==> src/rtl/actc_pkg.sv <==
// Shared types and mode decoding for the audio converter clock timing block.
// Assumes the bit clock is always BCK_PER_FS times the frame rate.
package actc_pkg;

    localparam int unsigned BCK_PER_FS = 64;

    typedef enum logic [1:0] {
        MODE_256_OS64 = 2'b00,
        MODE_384_OS64 = 2'b01,
        MODE_256_OS32 = 2'b10,
        MODE_128_OS32 = 2'b11
    } actc_mode_e;

    // Master clock cycles per frame for a mode.
    function automatic int unsigned mck_per_fs(actc_mode_e m);
        case (m)
            MODE_384_OS64: return 384;
            MODE_128_OS32: return 128;
            default:       return 256;
        endcase
    endfunction

    // Modulator ticks per frame for a mode.
    function automatic int unsigned os_per_fs(actc_mode_e m);
        case (m)
            MODE_256_OS32, MODE_128_OS32: return 32;
            default:                      return 64;
        endcase
    endfunction

endpackage

==> src/rtl/actc_mode_latch.sv <==
// Mode capture: samples the mode code while reset is held. It turns the code
// into the last count value of the bit-clock divider and of the modulator
// divider. Assumes every ratio fits in DIV_W bits.
module actc_mode_latch
    import actc_pkg::*;
#(
    parameter int DIV_W = 4
) (
    input  logic             clk,
    input  logic             rst_n,
    input  logic [1:0]       mode_sel,
    output logic [DIV_W-1:0] bck_last,
    output logic [DIV_W-1:0] mod_last,
    output logic [DIV_W-1:0] bck_half
);

    actc_mode_e mode_q;

    // Capture the mode only during reset; hold it while running.
    always_ff @(posedge clk) begin
        if (!rst_n) begin
            mode_q <= actc_mode_e'(mode_sel);
        end
    end

    // Derive the divider limits from the captured ratios.
    always_comb begin
        bck_last = DIV_W'(mck_per_fs(mode_q) / BCK_PER_FS - 1);
        mod_last = DIV_W'(mck_per_fs(mode_q) / os_per_fs(mode_q) - 1);
        bck_half = DIV_W'(mck_per_fs(mode_q) / BCK_PER_FS / 2);
    end

endmodule

==> src/rtl/actc_mod_counter.sv <==
// Modulo counter: counts 0..last when adv is set, then wraps to 0.
// Assumes last does not change while counting, except across a reset.
module actc_mod_counter #(
    parameter int W = 4
) (
    input  logic         clk,
    input  logic         rst_n,
    input  logic         adv,
    input  logic [W-1:0] last,
    output logic [W-1:0] cnt
);

    // Advance, or wrap after the last value; clear on reset.
    always_ff @(posedge clk) begin
        if (!rst_n) begin
            cnt <= '0;
        end else if (adv) begin
            cnt <= (cnt == last) ? '0 : cnt + W'(1);
        end
    end

endmodule

==> src/rtl/adc_clk_timing.sv <==
// Top of the clock timing controller. A bit divider, a frame-position counter
// and a modulator divider run from the master clock. Registered output decode
// produces the bit clock, frame clock, sample strobe and modulator enable.
// Assumes FRAME_BCK is even and a mode change always comes with a reset.
module adc_clk_timing
    import actc_pkg::*;
#(
    parameter int DIV_W     = 4,
    parameter int FRAME_BCK = BCK_PER_FS
) (
    input  logic       mck,
    input  logic       rst_n,
    input  logic [1:0] mode_sel,
    output logic       mod_en,
    output logic       bck,
    output logic       lrck,
    output logic       smp_stb
);

    localparam int IDX_W = $clog2(FRAME_BCK);
    localparam logic [IDX_W-1:0] IDX_LAST  = IDX_W'(FRAME_BCK - 1);
    localparam logic [IDX_W-1:0] IDX_RIGHT = IDX_W'(FRAME_BCK / 2);

    logic [DIV_W-1:0] bck_last;
    logic [DIV_W-1:0] mod_last;
    logic [DIV_W-1:0] bck_half;
    logic [DIV_W-1:0] bit_cnt;
    logic [DIV_W-1:0] mod_cnt;
    logic [IDX_W-1:0] frame_idx;
    logic             bit_wrap;

    actc_mode_latch #(.DIV_W(DIV_W)) u_mode (
        .clk      (mck),
        .rst_n    (rst_n),
        .mode_sel (mode_sel),
        .bck_last (bck_last),
        .mod_last (mod_last),
        .bck_half (bck_half)
    );

    actc_mod_counter #(.W(DIV_W)) u_bit_div (
        .clk   (mck),
        .rst_n (rst_n),
        .adv   (1'b1),
        .last  (bck_last),
        .cnt   (bit_cnt)
    );

    // One bit-clock period ends when the bit divider reaches its last count.
    assign bit_wrap = (bit_cnt == bck_last);

    actc_mod_counter #(.W(IDX_W)) u_frame_pos (
        .clk   (mck),
        .rst_n (rst_n),
        .adv   (bit_wrap),
        .last  (IDX_LAST),
        .cnt   (frame_idx)
    );

    actc_mod_counter #(.W(DIV_W)) u_mod_div (
        .clk   (mck),
        .rst_n (rst_n),
        .adv   (1'b1),
        .last  (mod_last),
        .cnt   (mod_cnt)
    );

    // Register the decoded phases so each output comes from a flop.
    always_ff @(posedge mck) begin
        if (!rst_n) begin
            bck     <= 1'b0;
            lrck    <= 1'b0;
            smp_stb <= 1'b0;
            mod_en  <= 1'b0;
        end else begin
            bck     <= (bit_cnt >= bck_half);
            lrck    <= (frame_idx >= IDX_RIGHT);
            smp_stb <= (bit_cnt == '0) && (frame_idx == '0);
            mod_en  <= (mod_cnt == '0);
        end
    end

endmodule

==> config.mk <==
export PLATFORM = sky130hd
export DESIGN_NAME = adc_clk_timing
export DESIGN_NICKNAME = d
export VERILOG_FILES = /design/src/rtl/actc_pkg.sv /design/src/rtl/actc_mode_latch.sv /design/src/rtl/actc_mod_counter.sv /design/src/rtl/adc_clk_timing.sv
export SDC_FILE = /design/constraint.sdc
export NUM_CORES = 1
export LEC_CHECK = 0
export BUFFER_PORTS_ARGS = -buffer_cell sky130_fd_sc_hd__buf_2
export CAP_MARGIN = 20
export CORE_MARGIN = 4
export CORE_UTILIZATION = 50
export CTS_CLUSTER_DIAMETER = 50
export DETAILED_ROUTE_END_ITERATION = 16
export PLACE_DENSITY = 0.64
export SYNTH_ARGS = -nofsm -noshare
export SYNTH_HDL_FRONTEND = slang
export SYNTH_SLANG_ARGS = --single-unit
==> constraint.sdc <==
create_clock -name mck -period 51.5 [get_ports mck]
set_clock_uncertainty 0.05 [all_clocks]
set_input_delay 10.3 -clock mck [delete_from_list [all_inputs] [get_ports mck]]
set_output_delay 10.3 -clock mck [all_outputs]
set_load 0.01 [all_outputs]
### Word-level counts from Yosys, hierarchy flattened

Cells that the tools add are included.

* add/subtract/negate cells: 5
* divide/modulo/power cells: 1
* magnitude comparators: 2
* equal/unequal tests: 6
* mux-type cells: 3
* bitwise logic cells: 1
* reduce and logical (&&, ||, !) cells: 7

Operator list (count)
* $div A32 B32 Y32: 1
* $pmux W9 S2: 1
* $add A4 B1 Y4 const B: 2
* $eq A4 B4 Y1: 2
* $logic_not A4 Y1: 2
* $mux W7: 1
* $add A6 B1 Y6 const B: 1
* $eq A6 B6 Y1 const B: 1
* $ge A6 B6 Y1 const B: 1
* $logic_not A6 Y1: 1
* $mux W6: 1
* $reduce_or A2 Y1: 3
* $eq A2 B2 Y1 const B: 2
* $ge A4 B4 Y1: 1
* $sub A3 B1 Y4 const B: 1
* $sub A4 B1 Y4 const B: 1
* $eq A2 B1 Y1 const B: 1
* $logic_and A1 B1 Y1: 1
* $not A1 Y1: 1

* bits in registers: 20
* output and inout port bits: 4
* logic and storage cells: 33

### Longest topological paths before layout

Gate-level depths: netlist (run 1).

* word-level depth: 7
* gate-level depth with buffers: 186
* gate-level depth less buffers: 179

### By module

From an unflattened synthesis (run 1), not the netlist that was laid out.

* cells, all modules: 1374
* area total of the unflattened synthesis: 9823.2 µm²

Modules (own cells, without submodules)
* actc_mode_latch: times used 1, cells each 1253, area each 8663.3 µm²
* actc_mod_counter at u_bit_div ...: times used 2, cells each 27, area each 260.2 µm²
* actc_mod_counter at u_frame_pos: times used 1, cells each 36, area each 356.6 µm²
* adc_clk_timing: times used 1, cells each 31, area each 282.8 µm²

### Least setup slack after synthesis (run 1)

OpenSTA, ideal clock, no wires.

* kind: reg2reg
* start point: register u_mode.mode_q[0]
* end point: register u_mod_div.cnt[2]
* library setup time: 0.123 ns
* arrival time: 38.427 ns
* required time: 51.327 ns
* setup slack: 12.900 ns
* stages on the path, launching flop included: 182
* buffers on the path: 8
* clock period less this slack: 38.600 ns
* path through: edfxtp_1 -> inv_1 -> ha_1 -> nor2_1 -> inv_1 -> ha_1 -> or4b_4 -> nand2_1 -> nand2_1 -> nor2_1 -> ha_1 -> a21oi_1 -> a21oi_1 -> ha_1 -> o21ai_1 -> nand2_1 -> a211o_1 -> o21ba_1 -> (+146 left out) -> a21oi_1 -> ha_1 -> o21a_1 -> nor3_1 -> o21ai_0 -> nor3_2 -> nand4_4 -> a21oi_1 -> ha_1 -> o21ai_0 -> nor2b_1 -> nand3_1 -> or4b_1 -> or4b_4 -> a2111oi_4 -> o21ai_1 -> a21oi_1 -> nor3_1

* cells in the longest elaborated chain, start to end: 7

Ends and longest elaborated chain
* start, declared: RTL line actc_mode_latch.sv:17 `actc_mode_e mode_q;`
* start signal, assigned: RTL line actc_mode_latch.sv:22 `mode_q <= actc_mode_e'(mode_sel);`
* $eq A2 B2 Y1 (on tied branches): RTL line actc_pkg.sv:25, actc_pkg.sv:16
* $reduce_or A2 Y1: RTL line actc_pkg.sv:25 `case (m)`
* $mux W7: RTL line actc_pkg.sv:25
* $div A32 B32 Y32 *: RTL line actc_mode_latch.sv:29 `mod_last = DIV_W'(mck_per_fs(mode_q) / os_per_fs(mode_q) - 1);`
* $sub A4 B1 Y4 *: RTL line actc_mode_latch.sv:29
* $eq A4 B4 Y1 *: RTL line actc_mod_counter.sv:18 `cnt <= (cnt == last) ? '0 : cnt + W'(1);`
* $reduce_or A2 Y1 (no source line) *
* end signal, assigned: RTL line actc_mod_counter.sv:18
* end, declared: RTL line actc_mod_counter.sv:10 `output logic [W-1:0] cnt`

Every way passes the cells marked *; elsewhere a longest branch is shown, timed or not.
A chain may end at the register's enable or synchronous reset.

### Worst setup path after layout (run 1)

Same ends and word-level chain as after synthesis.

==> metrics.txt, run 1 <==
count of hold buffers inserted by post-cts repair 0; number of clock sinks seen by CTS 20; number of levels in the clock H-tree 1; post-route fraction of the period consumed by the critical path roughly 85%; number of DRC violations after detailed-routing iteration 0 816; chip width 154 um; global-route wire length before repair around 53000 um; vias after detailed routing 12100; buffers from clock root to sink, at most 2; Fin Setup TNS 0 ns; # nets final 1626; synthesized area divided by synthesized cell count between 6 and 7 um2; reg-to-reg slack, setup 7.89 ns; post-cts gate resize count 0; final setup margin between 7 and 8 ns; actual transition at the worst max-transition pin 1.06 ns; critical path class flip-flop to flip-flop; library cell used as clock root buffer sky130_fd_sc_hd__clkbuf_16; first-pass iteration count of the detailed router 5; Synth Area in Compound Gates 37.1%; commonest non-fill, non-tap cell in the layout sky130_fd_sc_hd__nor2_1; antenna violations before repair 0; FF-to-FF Start u_mode.mode_q[0]$_DFFE_PN_; number of top-level pins 8; simple-gate area share of the yosys netlist 37.5%; XOR/XNOR Fraction of Synth Area around 6.5%; effective utilization at floorplan around half; startpoint of the lowest-slack hold path u_bit_div.cnt[0]$_SDFF_PP0_; number of enable flip-flop cells after synthesis 2; Min Clock Period, post-route 43.61 ns; area growth from synthesis to layout 3.58%; Syn. warnings 0; fraction of final layout cells with drive strength greater than 1 8.58%; Fill cells ~2200; relative max-transition margin 27.4%; Placer Congestion 0.950; final wirelength 31900 um; proportion of synthesized area in mux cells 4.58%; reg-to-reg endpoint u_mod_div.cnt[2]$_SDFF_PP0_; number of CTS-inserted buffers 3; outcome finished, final reports clean; highest-count cells in the layout ignoring fill and taps sky130_fd_sc_hd__nor2_1, sky130_fd_sc_hd__nand2_1, sky130_fd_sc_hd__a21oi_1, sky130_fd_sc_hd__nor3_1, sky130_fd_sc_hd__nand3_1; Crit path arrival time 43.69 ns; highest fanout seen on the critical path 14; number of global-route vias before repair 11000; count of buffer and inverter cells on the critical path 6; class of the worst hold path flip-flop to flip-flop; Clk pin slew, worst setup/hold paths approximately 0.05 ns; Routed Antenna Nets 0; highest attainable clock frequency 22.9 MHz; area of the die 23700 um2; hpwl dp between 20000 and 30000 um; maximum cell stage delay along the critical path about 0.76 ns; GRT overflow 0; capture endpoint of the worst hold path u_bit_div.cnt[0]$_SDFF_PP0_; Die H 154 um; element type at the critical path start flip-flop; setup repair after global routing missed its margin false; MaxCap Viol Count 0; endpoint class of the critical path flip-flop; number of antenna diodes 0; later-pin clock latency in the skew report 0.25 ns; combinational family with the most area after synthesis simple AND/OR/NAND/NOR gates; Max Transition Viols Final 0; Most Frequent Cell on Critical Path sky130_fd_sc_hd__nor2_1; dominant synthesized flop cell sky130_fd_sc_hd__dfxtp_1; CTS tree done; Worst Hold Depth 1; Final Hold Vio Count 0; asr flop ratio synth 0%; pre-CTS WS 8.51 ns; synth unique cells 132; final core utilization approximately 53%; depth of the most critical reg-to-reg path 174; Adder-Cell Fraction of Synth Area 7.26%; # DRC 0; area of the core region 21000 um2; Slowest-stage cell, CP sky130_fd_sc_hd__a211oi_2; Worst EP required 51.58 ns; synthesized netlist cell count about 1600; Avg WL per Cell 17.4 um; flop and latch count out of synthesis 20; share of the yosys chip area belonging to registers about 4.0%; Avg Vias per Cell 6.59; Setup Viol. Count Final 0; global router's overall resource usage 25.2%; Setup Fix Bufs, Post-CTS 0; largest net degree at the start of global routing 25; Site Rows 53; number of port buffers 7; CP delay by family, top simple AND/OR/NAND/NOR gates; Synth Cell Area 10600 um2
==> cell usage after synthesis (6+ instances only) <==
| library cell | n | area share (%) |
|---|---|---|
| sky130_fd_sc_hd__or4_1 | 11 | 0.78 |
| sky130_fd_sc_hd__a211oi_2 | 6 | 0.71 |
| sky130_fd_sc_hd__dfxtp_1 | 18 | 3.4 |
| sky130_fd_sc_hd__a21boi_0 | 9 | 0.64 |
| sky130_fd_sc_hd__o211a_1 | 7 | 0.66 |
| sky130_fd_sc_hd__and4_1 | 13 | 1.1 |
| sky130_fd_sc_hd__nor2_1 | 172 | 6.1 |
| sky130_fd_sc_hd__a41oi_1 | 10 | 0.82 |
| sky130_fd_sc_hd__nand2_1 | 138 | 4.9 |
| sky130_fd_sc_hd__o21ai_0 | 70 | 3.3 |
| sky130_fd_sc_hd__inv_1 | 34 | 1.2 |
| sky130_fd_sc_hd__nor2b_1 | 17 | 1.0 |
| sky130_fd_sc_hd__o21a_1 | 31 | 2.2 |
| sky130_fd_sc_hd__o31ai_1 | 12 | 0.85 |
| sky130_fd_sc_hd__or2_2 | 32 | 1.9 |
| sky130_fd_sc_hd__buf_2 | 15 | 0.71 |
| sky130_fd_sc_hd__nand4_1 | 26 | 1.5 |
| sky130_fd_sc_hd__o22ai_1 | 14 | 0.82 |
| sky130_fd_sc_hd__mux2i_1 | 30 | 2.8 |
| sky130_fd_sc_hd__nor4_1 | 18 | 1.1 |
| sky130_fd_sc_hd__xor2_1 | 24 | 2.0 |
| sky130_fd_sc_hd__a211o_1 | 16 | 1.3 |
| sky130_fd_sc_hd__and3_1 | 44 | 2.6 |
| sky130_fd_sc_hd__o211ai_1 | 24 | 1.7 |
| sky130_fd_sc_hd__o21bai_1 | 10 | 0.71 |
| sky130_fd_sc_hd__a31o_2 | 7 | 0.58 |
| sky130_fd_sc_hd__a211oi_1 | 14 | 0.99 |
| sky130_fd_sc_hd__clkbuf_1 | 12 | 0.42 |
| sky130_fd_sc_hd__or3_1 | 20 | 1.2 |
| sky130_fd_sc_hd__o21ai_1 | 16 | 0.75 |
| sky130_fd_sc_hd__and2_1 | 29 | 1.7 |
| sky130_fd_sc_hd__mux2_2 | 8 | 0.85 |
| sky130_fd_sc_hd__ha_1 | 60 | 7.1 |
| sky130_fd_sc_hd__a21oi_1 | 93 | 4.4 |
| sky130_fd_sc_hd__a32oi_1 | 10 | 0.82 |
| sky130_fd_sc_hd__nand3_1 | 71 | 3.3 |
| sky130_fd_sc_hd__a31oi_1 | 38 | 2.2 |
| sky130_fd_sc_hd__o2111ai_1 | 7 | 0.58 |
| sky130_fd_sc_hd__or2_1 | 6 | 0.35 |
| sky130_fd_sc_hd__nor3_1 | 86 | 4.0 |
| sky130_fd_sc_hd__a21o_1 | 31 | 2.2 |
| sky130_fd_sc_hd__nand2b_1 | 14 | 0.82 |
| sky130_fd_sc_hd__xnor2_1 | 51 | 4.2 |
==> stage by stage <==
| stage | area, um2 | hold WS [ns] | std cells |
|---|---|---|---|
| final | 11000 | 0.414 | 1836 |
| after global routing | 11000 | 0.458 | 1836 |
| after CTS | 11000 | 0.421 | 1836 |
| after detailed placement | 10900 | 0.408 | 1832 |
| after global placement | 10900 | 0.397 | 1832 |
| after floorplan | 10700 | 0.380 | 1582 |
==> layer usage <==
layer | GRT usage (%) | wire length, um | part of all wire (%) | vias to the layer above
met1 | 34.5 | 15100 | 47 | 5615
li1 | - | - | - | 6080
met5 | 0 | 0 | 0 | -
met3 | 0.957 | 1190 | 3.7 | 64
met2 | 43.8 | 14800 | 47 | 337
met4 | 6.14 | 792 | 2.5 | 0
==> flip-flops by register name, indices dropped and copies added, names as in the netlist <==
register	cells
bck	1
lrck	1
mod_en	1
smp_stb	1
u_bit_div.cnt	4
u_frame_pos.cnt	6
u_mod_div.cnt	4
u_mode.mode_q	2
==> worst register-to-register path, delay by kind of cell, from the launching register on <==
family,cells,cell delay [ns]
buf+inv,6,0.66
mux,4,0.88
simple gates,89,23.57
fa+ha+maj,23,7.20
flops,1,0.49
compound gates,52,10.62
==> layout make-up <==
class                      instances  area [um2]  share of cell area [%]
clock inverter                     1        3.75                  0.0341
multi-input combinational       1489        9960                    90.4
timing repair buffer              13        80.1                   0.727
tap                              275         344                    3.12
sequential                        20         420                    3.82
clock buffer                       3        75.1                   0.681
inverter                          35         131                    1.19
==> worst max path at each step <==
stage                                        endpoint                        from  cells after the start
after floorplan           u_mod_div.cnt[2]$_SDFF_PP0_  u_mode.mode_q[0]$_DFFE_PN_                    181
after detailed placement  u_mod_div.cnt[2]$_SDFF_PP0_  u_mode.mode_q[0]$_DFFE_PN_                    175
final                     u_mod_div.cnt[2]$_SDFF_PP0_  u_mode.mode_q[0]$_DFFE_PN_                    174
after global placement    u_mod_div.cnt[2]$_SDFF_PP0_  u_mode.mode_q[0]$_DFFE_PN_                    173
after CTS                 u_mod_div.cnt[2]$_SDFF_PP0_  u_mode.mode_q[0]$_DFFE_PN_                    175
after global routing      u_mod_div.cnt[2]$_SDFF_PP0_  u_mode.mode_q[0]$_DFFE_PN_                    177
==> logic make-up after synthesis <==
group / count (synthesis)
mux: 44
simple gates: 752
xor+xnor: 77
other cells: 2
fa+ha+maj: 62
compound gates: 535
buf+inv: 73
flops: 20
Power of run 1 is not shown: default switching activity piles up to over one toggle a cycle in this logic, so the estimate is an artifact.
==> run 2: changes to the inputs <==
--- a/config.mk
+++ b/config.mk
@@ -5,13 +5,14 @@
 export SDC_FILE = /design/constraint.sdc
 export NUM_CORES = 1
 export LEC_CHECK = 0
+export ABC_AREA = 1
 export BUFFER_PORTS_ARGS = -buffer_cell sky130_fd_sc_hd__buf_2
 export CAP_MARGIN = 20
 export CORE_MARGIN = 4
 export CORE_UTILIZATION = 50
 export CTS_CLUSTER_DIAMETER = 50
 export DETAILED_ROUTE_END_ITERATION = 16
-export PLACE_DENSITY = 0.64
+export PLACE_DENSITY = 0.67
 export SYNTH_ARGS = -nofsm -noshare
 export SYNTH_HDL_FRONTEND = slang
 export SYNTH_SLANG_ARGS = --single-unit
==> constraint.sdc (replaced) <==
create_clock -name mck -period 37.7 [get_ports mck]
set_clock_uncertainty 0.05 [all_clocks]
set_input_delay 7.54 -clock mck [delete_from_list [all_inputs] [get_ports mck]]
set_output_delay 7.54 -clock mck [all_outputs]
set_load 0.01 [all_outputs]
==> metrics.txt, run 2 <==
number of clock sinks seen by CTS 20; leading cell type by number of instances after synthesis sky130_fd_sc_hd__nand2_1; Max Transition Viols Final 0; highest attainable clock frequency 29.2 MHz; multi-input combinational cell area 11800 um2; Clk pin slew, worst setup/hold paths 0.05 ns; commonest non-fill, non-tap cell in the layout sky130_fd_sc_hd__nand2_1; antenna violations before repair 0; Regs by FF count u_frame_pos.cnt: 6 flops, u_bit_div.cnt: 4 flops, u_mod_div.cnt: 4 flops; number of CTS-inserted buffers 3; area fraction of the dominant cell type after synthesis 16.0%; Final Hold Vio Count 0; vias after detailed routing 15700; later-pin clock latency in the skew report 0.25 ns; CP delay by family, top simple AND/OR/NAND/NOR gates; flip-flop count of the largest register after layout 6; Site Rows roughly 60; fraction of final layout cells with drive strength greater than 1 between 20% and 30%; Placer Congestion 0.943; highest-count cells in the layout ignoring fill and taps sky130_fd_sc_hd__nand2_1, sky130_fd_sc_hd__inv_1, sky130_fd_sc_hd__nor2_1, sky130_fd_sc_hd__nand3_1, sky130_fd_sc_hd__nand4_1; Synth Cell Area around 14000 um2; Crit path arrival time 34.29 ns; actual transition at the worst max-transition pin about 1.3 ns; dominant synthesized flop cell sky130_fd_sc_hd__dfxtp_1; FF/Latch Area 420 um2; largest area contributor in the netlist sky130_fd_sc_hd__nand2_1; number of levels in the clock H-tree 1; post-route fraction of the period consumed by the critical path 90.7%; largest net degree at the start of global routing 31; reg-to-reg endpoint u_mod_div.cnt[2]$_SDFF_PP0_; global-route wire length before repair about 68000 um; reg-to-reg slack, setup between 3 and 4 ns; final wirelength 40700 um; highest fanout seen on the critical path 30; flop and latch count out of synthesis 20; number of DRC violations after detailed-routing iteration 0 1239; Fill cells 2997; Die H ~180 um; buffers from clock root to sink, at most 2; # nets final 2566; CTS tree done; library cell used as clock root buffer sky130_fd_sc_hd__clkbuf_16; relative max-transition margin between 10% and 20%; area growth from synthesis to layout 2.22%; MaxCap Viol Count 0; Slowest-stage cell, CP sky130_fd_sc_hd__edfxtp_1; maximum cell stage delay along the critical path ~0.5 ns; number of global-route vias before repair ~14000; number of port buffers 7; outcome finished, final reports clean; path length in cells of the critical path around 200; most flop-heavy register u_frame_pos.cnt; synth unique cells 71; most area-consuming cells after synthesis sky130_fd_sc_hd__nand2_1, sky130_fd_sc_hd__inv_1, sky130_fd_sc_hd__nand3_1, sky130_fd_sc_hd__nor2_1, sky130_fd_sc_hd__nand4_1; FF-to-FF Start u_mode.mode_q[0]$_DFFE_PN_; global router's overall resource usage 25.2%; synthesized area divided by synthesized cell count roughly 5.7 um2; setup repair after global routing missed its margin false; endpoint class of the critical path flip-flop; share of the yosys chip area belonging to registers 2.93%; Setup Viol. Count Final 0; synthesized netlist cell count between 2000 and 2500; number of enable flip-flop cells after synthesis 2; Min Clock Period, post-route 34.20 ns; Routed Antenna Nets 0; Worst EP required 37.79 ns; number of top-level pins 8; hpwl dp 34000 um; effective utilization at floorplan 51.1%; launch point of the critical path u_mode.mode_q[0]$_DFFE_PN_; leading cell types by count after synthesis sky130_fd_sc_hd__nand2_1, sky130_fd_sc_hd__inv_1, sky130_fd_sc_hd__nor2_1; element type at the critical path start flip-flop; Syn. warnings 0; number of antenna diodes 0; area of the core region 28100 um2; critical path class flip-flop to flip-flop; depth of the most critical reg-to-reg path 201; Avg Vias per Cell 5.44; Setup Fix Bufs, Post-CTS 0; asr flop ratio synth 0%; worst setup path end u_mod_div.cnt[2]$_SDFF_PP0_; area of the die between 30000 and 40000 um2; class of the worst hold path flip-flop to flip-flop; Most Frequent Cell on Critical Path sky130_fd_sc_hd__nand2_1; Avg WL per Cell 14.1 um; # DRC 0; GRT overflow 0; count of buffer and inverter cells on the critical path 37; chip width 177 um; Fin Setup TNS 0 ns; first-pass iteration count of the detailed router 6
==> run 2: changes by cell type after synthesis, moves of 51 or more <==
cell                      before  now
sky130_fd_sc_hd__nand3_1      71  246
sky130_fd_sc_hd__nand3_2       4   74
sky130_fd_sc_hd__nand2_4       0   51
sky130_fd_sc_hd__nand4_1      26  122
sky130_fd_sc_hd__nand2_2       1   99
sky130_fd_sc_hd__inv_1        34  348
sky130_fd_sc_hd__a21oi_1      93   41
sky130_fd_sc_hd__nand2_1     138  611
sky130_fd_sc_hd__inv_2         1   65
sky130_fd_sc_hd__nor2_1      172  259
==> run 2: kinds of logic (layout without fill, tap and decap cells) <==
logic type                 count (synthesis)  count (layout)  share of synthesized area [%]
and+or+nand+nor                         1670            1670                           64.0
buffers and inverters                    491             477                           15.1
AOI/OAI and AO/OA                        196             196                           8.98
adders and majority gates                 60              60                           5.23
xor gates and xnor gates                  59              59                           3.70
DFF                                       20              20                           2.93
other                                      2              19                         0.0523
==> run 2: layout make-up <==
| type | count | share of cell area, % |
|---|---|---|
| repair buffers | 10 | 0.392 |
| inverters | 463 | 12.3 |
| flip-flops and latches | 20 | 2.86 |
| well taps | 378 | 3.22 |
| multi-input cells | 2004 | 80.7 |
| clock buffers | 4 | 0.537 |
==> run 2: per-layer routing <==
layer  track usage [%]  share of wire [%]  vias to the layer above
met5                 0                  0                        -
met4              4.38                1.8                        0
met3             0.788                5.2                       64
met2              42.4                 45                      482
met1              36.3                 48                     7074
li1                  -                  -                     8044
==> run 2: repair_timing <==
action,4_1_cts,5_1_grt
hold buffers,0,0
gates resized for setup,0,3
endpoints found under the setup margin,0,4
==> run 2: how the worst min path moves through the flow <==
stage,cells past startpoint,start,slack (ns),end
after global placement,2,u_frame_pos.cnt[5]$_SDFFE_PN0P_,0.41,lrck$_SDFF_PN0_
after global routing,1,u_mod_div.cnt[0]$_SDFF_PP0_,0.45,u_mod_div.cnt[0]$_SDFF_PP0_
after detailed placement,2,u_frame_pos.cnt[5]$_SDFFE_PN0P_,0.42,lrck$_SDFF_PN0_
final,2,u_frame_pos.cnt[5]$_SDFFE_PN0P_,0.43,lrck$_SDFF_PN0_
after floorplan,2,u_frame_pos.cnt[5]$_SDFFE_PN0P_,0.38,lrck$_SDFF_PN0_
after CTS,2,u_frame_pos.cnt[5]$_SDFFE_PN0P_,0.43,lrck$_SDFF_PN0_
==> run 2: tightest hold or removal path, cell delays in order, from the launching register on <==
cell and delay (ns):
sky130_fd_sc_hd__dfxtp_1 0.34, sky130_fd_sc_hd__nand2_1 0.07, sky130_fd_sc_hd__inv_1 0.03
==> run 2: through the flow <==
| stage | cell area (um2) | setup WS (ns) | utilization [%] | hold slack, ns | std cells |
|---|---|---|---|---|---|
| 2_1_floorplan | 14400 | 7.13 | - | 0.384 | 2515 |
| 3_3_place_gp | 14600 | 5.01 | 51.9 | 0.414 | 2875 |
| 3_5_place_dp | 14600 | 3.27 | 51.9 | 0.420 | 2875 |
| 4_1_cts | 14700 | 3.17 | 52.2 | 0.429 | 2879 |
| 5_1_grt | 14700 | 0.0576 | 52.3 | 0.450 | 2879 |
| 6_report | 14700 | 3.50 | 52.3 | 0.427 | 2879 |
Power of run 2 is left out for the same reason.
